[config.mk]
export PLATFORM = sky130hd
export DESIGN_NAME = vlan_rx_tag_filter
export DESIGN_NICKNAME = d
export VERILOG_FILES = /design/src/rtl/vlan_filt_pkg.sv /design/src/rtl/vlan_hdr_capture.sv /design/src/rtl/vlan_tag_match.sv /design/src/rtl/vlan_byte_delay.sv /design/src/rtl/vlan_rx_tag_filter.sv
export SDC_FILE = /design/constraint.sdc
export NUM_CORES = 1
export LEC_CHECK = 0
export BUFFER_PORTS_ARGS = -buffer_cell sky130_fd_sc_hd__buf_2
export CAP_MARGIN = 20
export CELL_PAD_IN_SITES_DETAIL_PLACEMENT = 1
export CELL_PAD_IN_SITES_GLOBAL_PLACEMENT = 1
export CORE_MARGIN = 8
export CORE_UTILIZATION = 25
export DETAILED_ROUTE_END_ITERATION = 7
export PLACE_DENSITY_LB_ADDON = 0.05
export SLEW_MARGIN = 20
export SYNTH_ARGS = -nofsm -noshare
export SYNTH_HDL_FRONTEND = slang
export SYNTH_SLANG_ARGS = --single-unit
[constraint.sdc]
create_clock -name clk_i -period 6.4 [get_ports clk_i]
set_clock_uncertainty 0.2 [all_clocks]
set_input_delay 0.64 -clock clk_i [delete_from_list [all_inputs] [get_ports clk_i]]
set_output_delay 0.64 -clock clk_i [all_outputs]
set_load 0.05 [all_outputs]
[src/rtl/vlan_filt_pkg.sv]
package vlan_filt_pkg;
  localparam logic [15:0] TPID_CVLAN = 16'h8100;
  localparam logic [15:0] TPID_SVLAN = 16'h88A8;
  localparam int          TAG_BYTES  = 4;

  typedef enum logic [1:0] {
    STRIP_NEVER   = 2'd0,
    STRIP_ON_PASS = 2'd1,
    STRIP_ON_FAIL = 2'd2,
    STRIP_ALWAYS  = 2'd3
  } strip_pol_e;

  function automatic logic is_vlan_type(input logic [15:0] t, input logic s_en);
    return (t == TPID_CVLAN) || (s_en && (t == TPID_SVLAN));
  endfunction
endpackage

[src/rtl/vlan_hdr_capture.sv]
module vlan_hdr_capture #(
  parameter int TAG_OFF = 12,
  parameter int IDX_W   = 5
) (
  input  logic             clk_i,
  input  logic             rst_ni,
  input  logic             valid_i,
  input  logic [7:0]       data_i,
  input  logic             last_i,
  output logic [IDX_W-1:0] idx_o,
  output logic             done_o,
  output logic [15:0]      t1_o,
  output logic [15:0]      c1_o,
  output logic [15:0]      t2_o,
  output logic [15:0]      c2_o
);
  localparam int HDR_BYTES = 2 * vlan_filt_pkg::TAG_BYTES;
  localparam int LAST_IDX  = TAG_OFF + HDR_BYTES - 1;

  logic [IDX_W-1:0] idx_q;
  logic [7:0]       hdr_q [HDR_BYTES-1];

  always_ff @(posedge clk_i or negedge rst_ni) begin
    if (!rst_ni) begin
      idx_q <= '0;
    end else if (valid_i) begin
      if (last_i)             idx_q <= '0;
      else if (idx_q != '1)   idx_q <= idx_q + 1'b1;
    end
  end

  for (genvar k = 0; k < HDR_BYTES - 1; k++) begin : g_hdr
    always_ff @(posedge clk_i or negedge rst_ni) begin
      if (!rst_ni)
        hdr_q[k] <= '0;
      else if (valid_i && idx_q == IDX_W'(TAG_OFF + k))
        hdr_q[k] <= data_i;
    end
  end

  assign idx_o  = idx_q;
  assign done_o = valid_i && (idx_q == IDX_W'(LAST_IDX));
  assign t1_o   = {hdr_q[0], hdr_q[1]};
  assign c1_o   = {hdr_q[2], hdr_q[3]};
  assign t2_o   = {hdr_q[4], hdr_q[5]};
  assign c2_o   = {hdr_q[6], data_i};


  idx_restart_chk: assert property (@(posedge clk_i) disable iff (!rst_ni)
    (valid_i && last_i) |=> (idx_q == '0));
endmodule

[src/rtl/vlan_tag_match.sv]
module vlan_tag_match
  import vlan_filt_pkg::*;
(
  input  logic [15:0] t1_i,
  input  logic [15:0] c1_i,
  input  logic [15:0] t2_i,
  input  logic [15:0] c2_i,
  input  logic [15:0] cfg_tag_i,
  input  logic        cfg_vid_only_i,
  input  logic        cfg_invert_i,
  input  logic        cfg_use_inner_i,
  input  logic        cfg_match_svlan_i,
  input  logic        cfg_svlan_en_i,
  input  logic        cfg_inner_any_type_i,
  input  logic        cfg_double_en_i,
  input  logic [1:0]  cfg_strip_i,
  output logic        tagged_o,
  output logic        pass_o,
  output logic        strip_o,
  output logic [15:0] outer_o,
  output logic [15:0] inner_o
);
  logic        inner_hit, use_inner, type_ok, cmp_eq;
  logic [15:0] sel_type, sel_tci, want_type;
  strip_pol_e  pol;

  always_comb begin
    tagged_o  = is_vlan_type(t1_i, cfg_svlan_en_i);
    inner_hit = tagged_o && cfg_double_en_i && is_vlan_type(t2_i, cfg_svlan_en_i);
    outer_o   = tagged_o  ? c1_i : 16'h0;
    inner_o   = inner_hit ? c2_i : 16'h0;

    use_inner = cfg_use_inner_i && inner_hit;
    sel_type  = use_inner ? t2_i : t1_i;
    sel_tci   = use_inner ? c2_i : c1_i;
    want_type = cfg_match_svlan_i ? TPID_SVLAN : TPID_CVLAN;
    type_ok   = (sel_type == want_type) || (use_inner && cfg_inner_any_type_i);
    cmp_eq    = cfg_vid_only_i ? (sel_tci[11:0] == cfg_tag_i[11:0])
                               : (sel_tci == cfg_tag_i);

    pass_o = tagged_o ? (type_ok && (cmp_eq ^ cfg_invert_i)) : 1'b1;

    pol = strip_pol_e'(cfg_strip_i);
    unique case (pol)
      STRIP_NEVER:   strip_o = 1'b0;
      STRIP_ON_PASS: strip_o = tagged_o && pass_o;
      STRIP_ON_FAIL: strip_o = tagged_o && !pass_o;
      default:       strip_o = tagged_o;
    endcase
  end
endmodule

[src/rtl/vlan_byte_delay.sv]
module vlan_byte_delay #(
  parameter int DEPTH = 8,
  parameter int W     = 15
) (
  input  logic         clk_i,
  input  logic         rst_ni,
  input  logic [W-1:0] in_i,
  output logic [W-1:0] out_o
);
  logic [W-1:0] st_q [DEPTH];

  for (genvar g = 0; g < DEPTH; g++) begin : g_stage
    always_ff @(posedge clk_i or negedge rst_ni) begin
      if (!rst_ni)     st_q[g] <= '0;
      else if (g == 0) st_q[g] <= in_i;
      else             st_q[g] <= st_q[(g == 0) ? 0 : g - 1];
    end
  end

  assign out_o = st_q[DEPTH-1];
endmodule

[src/rtl/vlan_rx_tag_filter.sv]
module vlan_rx_tag_filter
  import vlan_filt_pkg::*;
#(
  parameter int TAG_OFF = 12,
  parameter int IDX_W   = 5
) (
  input  logic        clk_i,
  input  logic        rst_ni,
  input  logic        in_valid_i,
  input  logic [7:0]  in_data_i,
  input  logic        in_last_i,
  input  logic [15:0] cfg_tag_i,
  input  logic        cfg_vid_only_i,
  input  logic        cfg_invert_i,
  input  logic        cfg_use_inner_i,
  input  logic        cfg_match_svlan_i,
  input  logic        cfg_svlan_en_i,
  input  logic        cfg_inner_any_type_i,
  input  logic        cfg_double_en_i,
  input  logic [1:0]  cfg_strip_i,
  output logic        out_valid_o,
  output logic [7:0]  out_data_o,
  output logic        out_last_o,
  output logic        res_valid_o,
  output logic        res_pass_o,
  output logic        res_tagged_o,
  output logic [15:0] outer_tag_o,
  output logic [15:0] inner_tag_o
);
  localparam int HDR_END = TAG_OFF + 2 * TAG_BYTES;
  localparam int DLY     = HDR_END - TAG_OFF;
  localparam int PW      = 2 + IDX_W + 8;

  logic [IDX_W-1:0] idx;
  logic             done;
  logic [15:0]      t1, c1, t2, c2, m_outer, m_inner;
  logic             m_tagged, m_pass, m_strip;

  vlan_hdr_capture #(.TAG_OFF(TAG_OFF), .IDX_W(IDX_W)) u_cap (
    .clk_i(clk_i), .rst_ni(rst_ni),
    .valid_i(in_valid_i), .data_i(in_data_i), .last_i(in_last_i),
    .idx_o(idx), .done_o(done),
    .t1_o(t1), .c1_o(c1), .t2_o(t2), .c2_o(c2)
  );

  vlan_tag_match u_match (
    .t1_i(t1), .c1_i(c1), .t2_i(t2), .c2_i(c2),
    .cfg_tag_i(cfg_tag_i), .cfg_vid_only_i(cfg_vid_only_i),
    .cfg_invert_i(cfg_invert_i), .cfg_use_inner_i(cfg_use_inner_i),
    .cfg_match_svlan_i(cfg_match_svlan_i), .cfg_svlan_en_i(cfg_svlan_en_i),
    .cfg_inner_any_type_i(cfg_inner_any_type_i), .cfg_double_en_i(cfg_double_en_i),
    .cfg_strip_i(cfg_strip_i),
    .tagged_o(m_tagged), .pass_o(m_pass), .strip_o(m_strip),
    .outer_o(m_outer), .inner_o(m_inner)
  );

  logic strip_q;

  always_ff @(posedge clk_i or negedge rst_ni) begin
    if (!rst_ni) begin
      res_valid_o  <= 1'b0;
      res_pass_o   <= 1'b0;
      res_tagged_o <= 1'b0;
      outer_tag_o  <= '0;
      inner_tag_o  <= '0;
      strip_q      <= 1'b0;
    end else begin
      res_valid_o <= done;
      if (done) begin
        res_pass_o   <= m_pass;
        res_tagged_o <= m_tagged;
        outer_tag_o  <= m_outer;
        inner_tag_o  <= m_inner;
        strip_q      <= m_strip;
      end
    end
  end

  // byte 12 leaves the delay line in the cycle strip_q for its frame appears
  logic [PW-1:0]    head;
  logic             h_valid, h_last, h_drop;
  logic [IDX_W-1:0] h_idx;
  logic [7:0]       h_data;

  vlan_byte_delay #(.DEPTH(DLY), .W(PW)) u_dly (
    .clk_i(clk_i), .rst_ni(rst_ni),
    .in_i({in_valid_i, in_last_i, idx, in_data_i}),
    .out_o(head)
  );

  assign {h_valid, h_last, h_idx, h_data} = head;
  assign h_drop      = strip_q && (h_idx >= IDX_W'(TAG_OFF)) &&
                       (h_idx < IDX_W'(TAG_OFF + TAG_BYTES));
  assign out_valid_o = h_valid && !h_drop;
  assign out_data_o  = h_data;
  assign out_last_o  = h_valid && h_last;


  res_pulse_chk: assert property (@(posedge clk_i) disable iff (!rst_ni)
    res_valid_o |=> !res_valid_o);

  untagged_pass_chk: assert property (@(posedge clk_i) disable iff (!rst_ni)
    (res_valid_o && !res_tagged_o) |-> (res_pass_o && outer_tag_o == '0 &&
                                       inner_tag_o == '0 && !strip_q));

  inner_needs_outer_chk: assert property (@(posedge clk_i) disable iff (!rst_ni)
    (res_valid_o && inner_tag_o != '0) |-> res_tagged_o);

  never_strip_chk: assert property (@(posedge clk_i) disable iff (!rst_ni)
    (res_valid_o && $past(cfg_strip_i) == 2'd0) |-> !strip_q);
endmodule

==> impl_metrics.ini, run 1 <==
[setup_path]
rr_worst_depth = 9
worst-setup-path-type = flip-flop to flip-flop
r2r-end = strip_q
r2r_slack_ns = 2.95
startpoint_type = flip-flop
crit_slowest_cell = or4_1
worstSetupStartpoint = u_cap.t2_o[1]
cp.required_ns = 6.60
cp_cell_sequence = or4_1 -> or4_4 -> a2111oi_4 -> mux2i_1 -> a211oi_2 -> nand4_1 -> xnor2_2 -> a311o_1 -> o21ba_1
r2r_start = u_cap.t2_o[1]
cp.arrival_ns = 3.65
critPathCaptureType = flip-flop
endpoint = strip_q
worst-path-max-fanout = 5
cp_slowest_stage_delay_ns = 0.58

[yosys]
synth-xor-area-share = 0.0278
ys_seq_area_frac = 0.699
yosysWarnings = 0
synth_top_family_by_area = multiplexers
synthFlopType = dfrtp_1
async_flop_share = 1.00
synth_edf_count = 0
synthAdderAreaFrac = 0.0139
yosys_register_bits = 201
syn_area_um2 = 7190
ys_top_cells_by_area = dfrtp_1 (70%), mux2_2 (7.0%), nand2_1 (2.1%)
yosys.area_share.simple = 0.0811
synth-compound-area-share = 0.0574
yosysUniqueCellTypes = 50
muxShareOfSynthArea = 0.0973
syn_inst = 494
netlist.area_leader.share = 0.699
syn_avg_cell_area_um2 = 14.6
yosysTopAreaCell = dfrtp_1
syn_nets = 539

[timing]
worst-slew-pin-transition_ns = 0.945
drv_slew = 0
finalCritPeriodShare = 0.539
fmax_ghz = 0.290
setup-tns-final_ns = 0
setup_ws_ns = 2.95
min_period_ns = 3.45
rsz0062_at_grt = false
relSlewSlack = 0.367
timing.final.setup_violations = 0
finalHoldViolations = 0

[grt]
grt_first_pass_wirelength_um = 29400
grt_max_degree = 99
grt-ovfl-total = 0
antenna_found_initial = 1
track_usage = 0.113
grt_pass1_vias = 4678

[place]
postPlaceCellArea_um2 = 8000
dp_slack_ns = 2.90
io_buffers = 81
dp.cells = 939
post-dp-hpwl_um = 12500
gp_congestion = 0.739

[finish]
nFillCells = 3095
n_antenna_cell = 0
area_growth_pct = 21.4
design_area_um2 = 8730
drive_gt1_frac = 0.289
final_util = 0.306
finalNetCount = 626
layout.cells.non_filler = 980

[die]
core_area_um2 = 28500
start_util = 0.252
die_w_um = 186
fp.dieArea_um2 = 34500
io_pins = 82
die_h_um = 186
num_rows = 62

[cts]
worstSkewPairLatency_ns = 0.52
clk_path_buf_depth = 3
cts_resized = 0
h-tree-depth = 1
tritoncts = built
cts_setup_buffers = 0
cts_root_buf = clkbuf_16
cts_made_buffers = 24
cts_hold_buf = 0
clk_pin_slew_ns = 0.06
cts_sinks = 201

[pwr]
power_leakage_uw = 0.00422
ir_worst_vdd_v = 0.000161
pwr_density_cell_nw_per_um2 = 341

[hold_path]
hp-class = input port to async pin

[route]
vias = 4184
dr.first_iter.drc_count = 224
firstDrtPassIters = 4
wl_um = 18800
remaining_drc_errors = 0
wl_per_cell_um = 19.2
routed_via_density = 4.27
ant_nets = 0

[status]
status = finished, final reports clean

[flow_run]
max_cap_viol_count = 0
==> worst min-delay path by stage <==
stage	end	slack, ns	cells after the start
final	u_dly.out_o[13]	0.008	1
after global routing	u_dly.out_o[13]	0.06	1
after CTS	u_dly.out_o[13]	0.02	1
after detailed placement	u_dly.st_q[81]	0.14	0
after global placement	u_dly.st_q[34]	0.13	0
after floorplan	u_dly.out_o[0]	0.13	0
==> flip-flops by register name, summed over array words and instances, names as in the netlist, 5 cells and up <==
name and flops:
u_cap.idx_o 5, u_cap.c2_o 8, u_dly.st_q 91, u_cap.t1_o 16
outer_tag_o 16, u_dly.out_o 13, u_cap.t2_o 16, inner_tag_o 16
u_cap.c1_o 16
==> cells in the mapped netlist, types with 2 or more instances <==
cell type    n
dfrtp_1    201
nand2_1     40
buf_4        8
clkbuf_1    14
mux2_2      45
nand4_1      5
a22o_1      16
mux2_1      10
mux2i_1      8
a21oi_1      7
inv_2        3
a22oi_1      2
or4_1        3
and2_1       3
a222oi_1     2
nand2b_1    10
nor4_1       3
xor2_1       7
nor3_1       4
a41oi_1      2
nor2b_1      2
o21ai_0      4
or4_4        2
nor2_1      11
inv_1       10
o22ai_1      4
ha_1         8
a221oi_1     2
xnor2_1     14
and4b_1      2
nand3_1     23
==> cells in the final DEF, fill, tap and decap left out, types with 4 or more instances in the layout <==
cell and count:
a21oi_1 6, a22o_1 16, buf_2 80, clkbuf_1 7, clkbuf_16 24, clkbuf_8 6
dfrtp_1 201, ha_1 8, inv_1 10, mux2_1 10, mux2_2 45, mux2i_1 8
nand2_1 40, nand2b_1 10, nand3_1 23, nand4_1 5, nor2_1 11, nor3_1 4
o21ai_0 4, o22ai_1 4, xnor2_1 14, xor2_1 7
==> logic make-up after synthesis <==
group | Yosys count
xor+xnor | 22
simple gates | 114
fa+ha+maj | 8
mux | 63
flops | 201
compound gates | 50
buf+inv | 36
==> critical path, delay by kind of cell, from the launching register on <==
| kind | cells | cell delay (ns) |
|---|---|---|
| and+or+nand+nor | 3 | 1.28 |
| AOI/OAI and AO/OA | 4 | 1.13 |
| DFF | 1 | 0.37 |
| muxes | 1 | 0.18 |
| xor gates and xnor gates | 1 | 0.18 |
==> final cells by class <==
type                            count  area (um^2)  share of cell area
Clock inverter                      5         40.0             0.00459
Clock buffer                       36          696              0.0797
Tap cell                          384          480              0.0550
Sequential cell                   201         5030               0.576
Inverter                           13         48.8             0.00559
Timing Repair Buffer               84          437              0.0500
Multi-Input combinational cell    257         2000               0.229
==> stage by stage <==
| stage | hold WS (ns) | total power [uW] |
|---|---|---|
| final | 0.00823 | 2980 |
| after global routing | 0.0575 | 3130 |
| after CTS | 0.0223 | 3050 |
| after detailed placement | 0.136 | 1740 |
| after global placement | 0.132 | 1730 |
| after floorplan | 0.131 | 1630 |
==> metal layers <==
layer	GRT usage	up-vias	part of all wire
li1	-	1883	-
met5	0	-	0
met2	0.178	77	0.46
met3	0.0244	28	0.045
met1	0.154	2196	0.47
met4	0.0302	0	0.019
==> where the power goes <==
part           leakage, uW  switching (uW)  internal [uW]
Clock             0.000363             520            748
Combinational      0.00128             134            107
Sequential         0.00258            72.6           1400
Power figures use the tool's default switching activity.
==> run 2, diff against run 1 <==
- ABC_AREA: not set -> 1
- clock period: 6.4 -> 3.2 ns (I/O delays scaled with it)
==> impl_metrics.ini, run 2 <==
[status]
status = finished, final reports clean

[cts]
cts_made_buffers = 24
cts_root_buf = clkbuf_16
tritoncts = built
clk_pin_slew_ns = 0.06
cts_setup_buffers = 0
cts_sinks = 201
clk_path_buf_depth = 3
h-tree-depth = 1
worstSkewPairLatency_ns = 0.52

[yosys]
ys_seq_area_frac = 0.690
syn_inst = 678
synthFlopType = dfrtp_1
yosys.area_share.simple = 0.160
yosysWarnings = 0
muxShareOfSynthArea = 0
synth-xor-area-share = 0.00120
synthAdderAreaFrac = 0.0137
async_flop_share = 1.00
syn_nets = 723
yosysUniqueCellTypes = 33
yosysTopAreaCell = dfrtp_1
syn_avg_cell_area_um2 = 10.8
synth-compound-area-share = 0.0825
yosys.cell_count.top_type = dfrtp_1
yosys_register_bits = 201
ys_top_cells_by_area = dfrtp_1 (69%), nand2_1 (9.1%), o21ai_0 (5.1%)
synth_edf_count = 0
synth_common_cells = dfrtp_1 (201), nand2_1 (176), o21ai_0 (74), inv_1 (62), nand3_1 (41)
syn_area_um2 = 7290
synth_top_family_by_area = simple AND/OR/NAND/NOR gates
netlist.area_leader.share = 0.690

[setup_path]
path_delay_family = simple AND/OR/NAND/NOR gates
worst-path-max-fanout = 16
critPathCaptureType = flip-flop
worstSetupStartpoint = u_cap.t1_o[3]
startpoint_type = flip-flop
cp.arrival_ns = 3.11
cpMostUsedCell = nand2_1
critPathBufInv = 1
cp_slowest_stage_delay_ns = 0.42
cp.depth = 21
r2r-end = strip_q
endpoint = strip_q
cp_cell_sequence = nor2_1 -> nand2_1 -> nor2_1 -> nand3_1 -> nand2_2 -> buf_4 -> nand3_1 -> nand3_1 -> nand2_1 -> nor2_1 -> nand2_1 -> nor2_2 -> nand3_1 -> nand2_1 -> nand3_2 -> nand2_1 -> nand2_1 -> nand3_1 -> nand2_1 -> nand2_1 -> nand2_1
r2r_slack_ns = 0.31
r2r_start = u_cap.t1_o[3]
cp.required_ns = 3.42
rr_worst_depth = 21
worst-setup-path-type = flip-flop to flip-flop
crit_slowest_cell = dfrtp_1

[timing]
relSlewSlack = 0.411
timing.final.setup_violations = 0
fmax_ghz = 0.346
rsz0062_at_grt = false
hold_slack_ns = 0.0442
finalCritPeriodShare = 0.903
min_period_ns = 2.89
finalHoldViolations = 0
setup-tns-final_ns = 0
drv_slew = 0
worst-slew-pin-transition_ns = 0.862

[die]
die_h_um = 187
num_rows = 62
die_w_um = 187
io_pins = 82
core_area_um2 = 28700
start_util = 0.254
fp.dieArea_um2 = 34900

[route]
wl_met1_um = 9070
wl_met3_um = 830
vias = 5025
ant_nets = 0
highest_layer = met4
routed-wl-met2_um = 10100
remaining_drc_errors = 0
routed_via_density = 4.23
wl_um = 20300
firstDrtPassIters = 4
wl_per_cell_um = 17.1
dr.first_iter.drc_count = 255

[finish]
n_antenna_cell = 0
mostFrequentLayoutCell = dfrtp_1
drive_gt1_frac = 0.184
largest_register_ffs = 91
layout_common_cells = dfrtp_1 (201), nand2_1 (176), buf_2 (80)
area_growth_pct = 25.0
nFillCells = 3231
regMostFlops = u_dly.st_q
finalNetCount = 830

[grt]
grt-ovfl-total = 0
grt_max_degree = 76
grt_pass1_vias = 5506
grt_first_pass_wirelength_um = 32800
antenna_found_initial = 0
track_usage = 0.119

[place]
io_buffers = 81
gp_congestion = 0.774
post-dp-hpwl_um = 14500

[pwr]
ir_worst_vdd_v = 0.000299
power_leakage_uw = 0.00455
pwr_density_cell_nw_per_um2 = 659

[flow_run]
max_cap_viol_count = 0

[hold_path]
hp-class = input port to flip-flop
==> run 2: cell count changes in the layout (fill, tap and decap cells not counted), moves of 12 or more <==
cell,before,now
inv_1,10,62
xnor2_1,14,1
mux2_2,45,0
nand3_1,23,41
dlygate4sd3_1,0,12
nand2_1,40,176
o21ai_0,4,74
nor2_1,11,34
==> run 2: layer usage <==
layer | up-vias | global-route usage
met5 | - | 0
met4 | 0 | 0.0299
met3 | 22 | 0.0235
met2 | 76 | 0.203
met1 | 2532 | 0.153
li1 | 2395 | -
==> run 2: layout make-up <==
type,count,area (um^2),area share
Clock inverter,12,153,0.0168
Clock buffer,32,681,0.0747
Multi-Input combinational cell,388,1890,0.207
Inverter,66,248,0.0272
Sequential cell,201,5030,0.552
Tap cell,384,480,0.0527
Timing Repair Buffer,104,629,0.0691
==> run 2: tightest hold or removal path: cells and delay by family <==
kind / cells / cell delay (ns)
and+or+nand+nor: 3 / 0.14
adders and majority gates: 1 / 0.14
buffers and inverters: 2 / 0.13
==> run 2: kinds of logic (layout without fill, tap and decap cells) <==
logic type	count (synthesis)	count (layout)
flip-flops	201	201
AO/OA/AOI/OAI	105	105
adder cells (fa/ha/maj)	8	8
buffers and inverters	89	214
AND/OR/NAND/NOR	274	274
XOR/XNOR	1	1
==> run 2: power breakdown <==
| part | internal (uW) | switching (uW) | total (uW) |
|---|---|---|---|
| Sequential | 2710 | 92.1 | 2800 |
| Combinational | 130 | 276 | 406 |
| Clock | 1740 | 1060 | 2800 |
| Total | 4570 | 1430 | 6000 |
==> run 2: through the flow <==
| step | instances | utilization | power [uW] | setup slack [ns] | instance area, um^2 |
|---|---|---|---|---|---|
| 2_1_floorplan | 678 | - | 3050 | 0.863 | 7290 |
| 3_3_place_gp | 1131 | 0.284 | 3230 | 0.343 | 8150 |
| 3_5_place_dp | 1131 | 0.284 | 3260 | 0.254 | 8150 |
| 4_1_cts | 1187 | 0.317 | 6140 | 0.257 | 9100 |
| 5_1_grt | 1187 | 0.317 | 6320 | 0.0140 | 9110 |
| 6_report | 1187 | 0.317 | 6000 | 0.312 | 9110 |
==> run 2: repair_timing <==
item                                   4_1_cts  5_1_grt
hold buffers                                12        0
endpoints found under the hold margin       88        0
setup endpoints to repair                    0        1
gates resized for setup                      0        1
==> run 2: how the worst min path moves through the flow <==
stage                               from  slack (ns)  cells after the start             end
after detailed placement  u_dly.st_q[37]        0.14                      0  u_dly.st_q[22]
after global routing      cfg_strip_i[0]        0.04                      6         strip_q
after floorplan                   rst_ni       -0.18                      0  inner_tag_o[0]
after CTS                 cfg_strip_i[0]       0.007                      6         strip_q
final                     cfg_strip_i[1]        0.04                      6         strip_q
after global placement    u_dly.st_q[93]        0.13                      0  u_dly.st_q[78]
==> run 3, diff against run 2 <==
- RECOVER_POWER: not set -> 25
==> impl_metrics.ini, run 3 (synthesized netlist as in run 2, its figures left out) <==
[route]
vias = 5029
dr.first_iter.drc_count = 263
wl_um = 20300
remaining_drc_errors = 0
wl_per_cell_um = 17.1
ant_nets = 0
firstDrtPassIters = 4
routed_via_density = 4.24

[setup_path]
cp.required_ns = 3.42
r2r_slack_ns = 0.30
rr_worst_depth = 21
cpMostUsedCell = nand2_1
worstSetupStartpoint = u_cap.t1_o[3]
cp.depth = 21
critPathBufInv = 1
startpoint_type = flip-flop
worst-setup-path-type = flip-flop to flip-flop
cp_slowest_stage_delay_ns = 0.42
crit_slowest_cell = dfrtp_1
critPathCaptureType = flip-flop
r2r-end = strip_q
cp_cell_sequence = nor2_1 -> nand2_1 -> nor2_1 -> nand3_1 -> nand2_2 -> buf_4 -> nand3_1 -> nand3_1 -> nand2_1 -> nor2_1 -> nand2_1 -> nor2_2 -> nand3_1 -> nand2_1 -> nand3_2 -> nand2_1 -> nand2_1 -> nand3_1 -> nand2_1 -> nand2_1 -> nand2_1
worst-path-max-fanout = 16
r2r_start = u_cap.t1_o[3]
cp.arrival_ns = 3.11
path_delay_family = simple AND/OR/NAND/NOR gates

[timing]
fmax_ghz = 0.345
worst-slew-pin-transition_ns = 1.97
drv_slew = 75
rsz0062_at_grt = false
finalCritPeriodShare = 0.905
timing.final.setup_violations = 0
finalHoldViolations = 0
setup-tns-final_ns = 0
min_period_ns = 2.90
relSlewSlack = -0.314

[pwr]
pwr_density_cell_nw_per_um2 = 660
p_sw_frac = 0.238
ir_worst_vdd_v = 0.000299
pwr-share-clk = 0.466
seqPwrFrac = 0.466
internal-power_uw = 4570
p_comb_frac = 0.067
finalPower_uw = 6000
power_leakage_uw = 0.00452
switching_power_uw = 1430

[cts]
clk_pin_slew_ns = 0.06
cts_made_buffers = 24
tritoncts = built
clk_path_buf_depth = 3
h-tree-depth = 1
cts_sinks = 201
worstSkewPairLatency_ns = 0.52
cts_root_buf = clkbuf_16

[die]
fp.dieArea_um2 = 34900
die_w_um = 187
io_pins = 82
die_h_um = 187
start_util = 0.254
core_area_um2 = 28700
num_rows = 62

[hold_path]
hold_end = strip_q
holdPathStages = 6
hold_start = cfg_strip_i[1]
hp-class = input port to flip-flop

[grt]
grt_pass1_vias = 5506
grt_first_pass_wirelength_um = 32800
grt_max_degree = 76
track_usage = 0.119
grt-ovfl-total = 0
antenna_found_initial = 0

[finish]
n_antenna_cell = 0
nFillCells = 3235
regMostFlops = u_dly.st_q
layout_common_cells = dfrtp_1 (201), nand2_1 (176), o21ai_0 (74)
drive_gt1_frac = 0.172
finalNetCount = 830
area_growth_pct = 24.7
largest_register_ffs = 91
mostFrequentLayoutCell = dfrtp_1

[place]
post-dp-hpwl_um = 14500
io_buffers = 81
gp_congestion = 0.774

[status]
status = finished, violations left
violations = capacitance limit, slew limit

[flow_run]
max_cap_viol_count = 1
run 3: cell count changes in the layout (fill, tap and decap cells not counted), sizes merged:
cell	change
clkbuf	+10
buf	-10
run 3: how the worst max path moves through the flow:
stage               to  slack [ns]
6_report       strip_q        0.30
5_1_grt        strip_q        0.01
3_5_place_dp   strip_q        0.25
4_1_cts        strip_q        0.26
2_1_floorplan  strip_q        0.86
3_3_place_gp   strip_q        0.34
run 3: power by group through the flow:
stage	Combinational, uW	Sequential, uW	Clock, uW
after floorplan	226	2820	0
final	403	2800	2800
after detailed placement	409	2850	0
after CTS	422	2800	2910
after global routing	471	2820	3030
after global placement	395	2840	0
run 3: metrics by stage:
stage           util  instance area [um^2]  instances  hold slack (ns)  setup slack (ns)
6_report       0.317                  9090       1187           0.0441             0.303
5_1_grt        0.317                  9090       1187           0.0438            0.0140
4_1_cts        0.317                  9100       1187          0.00706             0.257
3_5_place_dp   0.284                  8150       1131            0.136             0.254
3_3_place_gp   0.284                  8150       1131            0.131             0.343
2_1_floorplan      -                  7290        678           -0.176             0.863
run 3: worst register-to-register path: stages (launching register included):
cell,delay [ns]
dfrtp_1,0.42
nor2_1,0.17
nand2_1,0.07
nor2_1,0.14
nand3_1,0.10
nand2_2,0.16
buf_4,0.26
nand3_1,0.17
nand3_1,0.12
nand2_1,0.06
nor2_1,0.13
nand2_1,0.09
nor2_2,0.13
nand3_1,0.09
nand2_1,0.08
nand3_2,0.09
nand2_1,0.08
nand2_1,0.05
nand3_1,0.06
nand2_1,0.05
nand2_1,0.05
nand2_1,0.04
run 3: cell type report:
cell class	count	area, um^2	share of cell area
well taps	384	480	0.0529
flip-flops and latches	201	5030	0.553
clock inverters	12	153	0.0168
repair buffers	104	608	0.0669
multi-input cells	388	1890	0.208
inverters	66	248	0.0273
clock buffers	32	681	0.0749
run 3: per-layer routing:
metal	wire length, um	global-route usage	part of all wire
met5	0	0	0
met4	393	0.0299	0.019
met3	803	0.0235	0.039
met2	10100	0.203	0.50
met1	9080	0.153	0.45
run 3: timing repair:
| action | in CTS | in global routing |
|---|---|---|
| gates resized for setup | 0 | 1 |
| endpoints found under the setup margin | 0 | 1 |
| hold endpoints to repair | 88 | 0 |
| setup buffers | 0 | 0 |
| hold buffers | 12 | 0 |
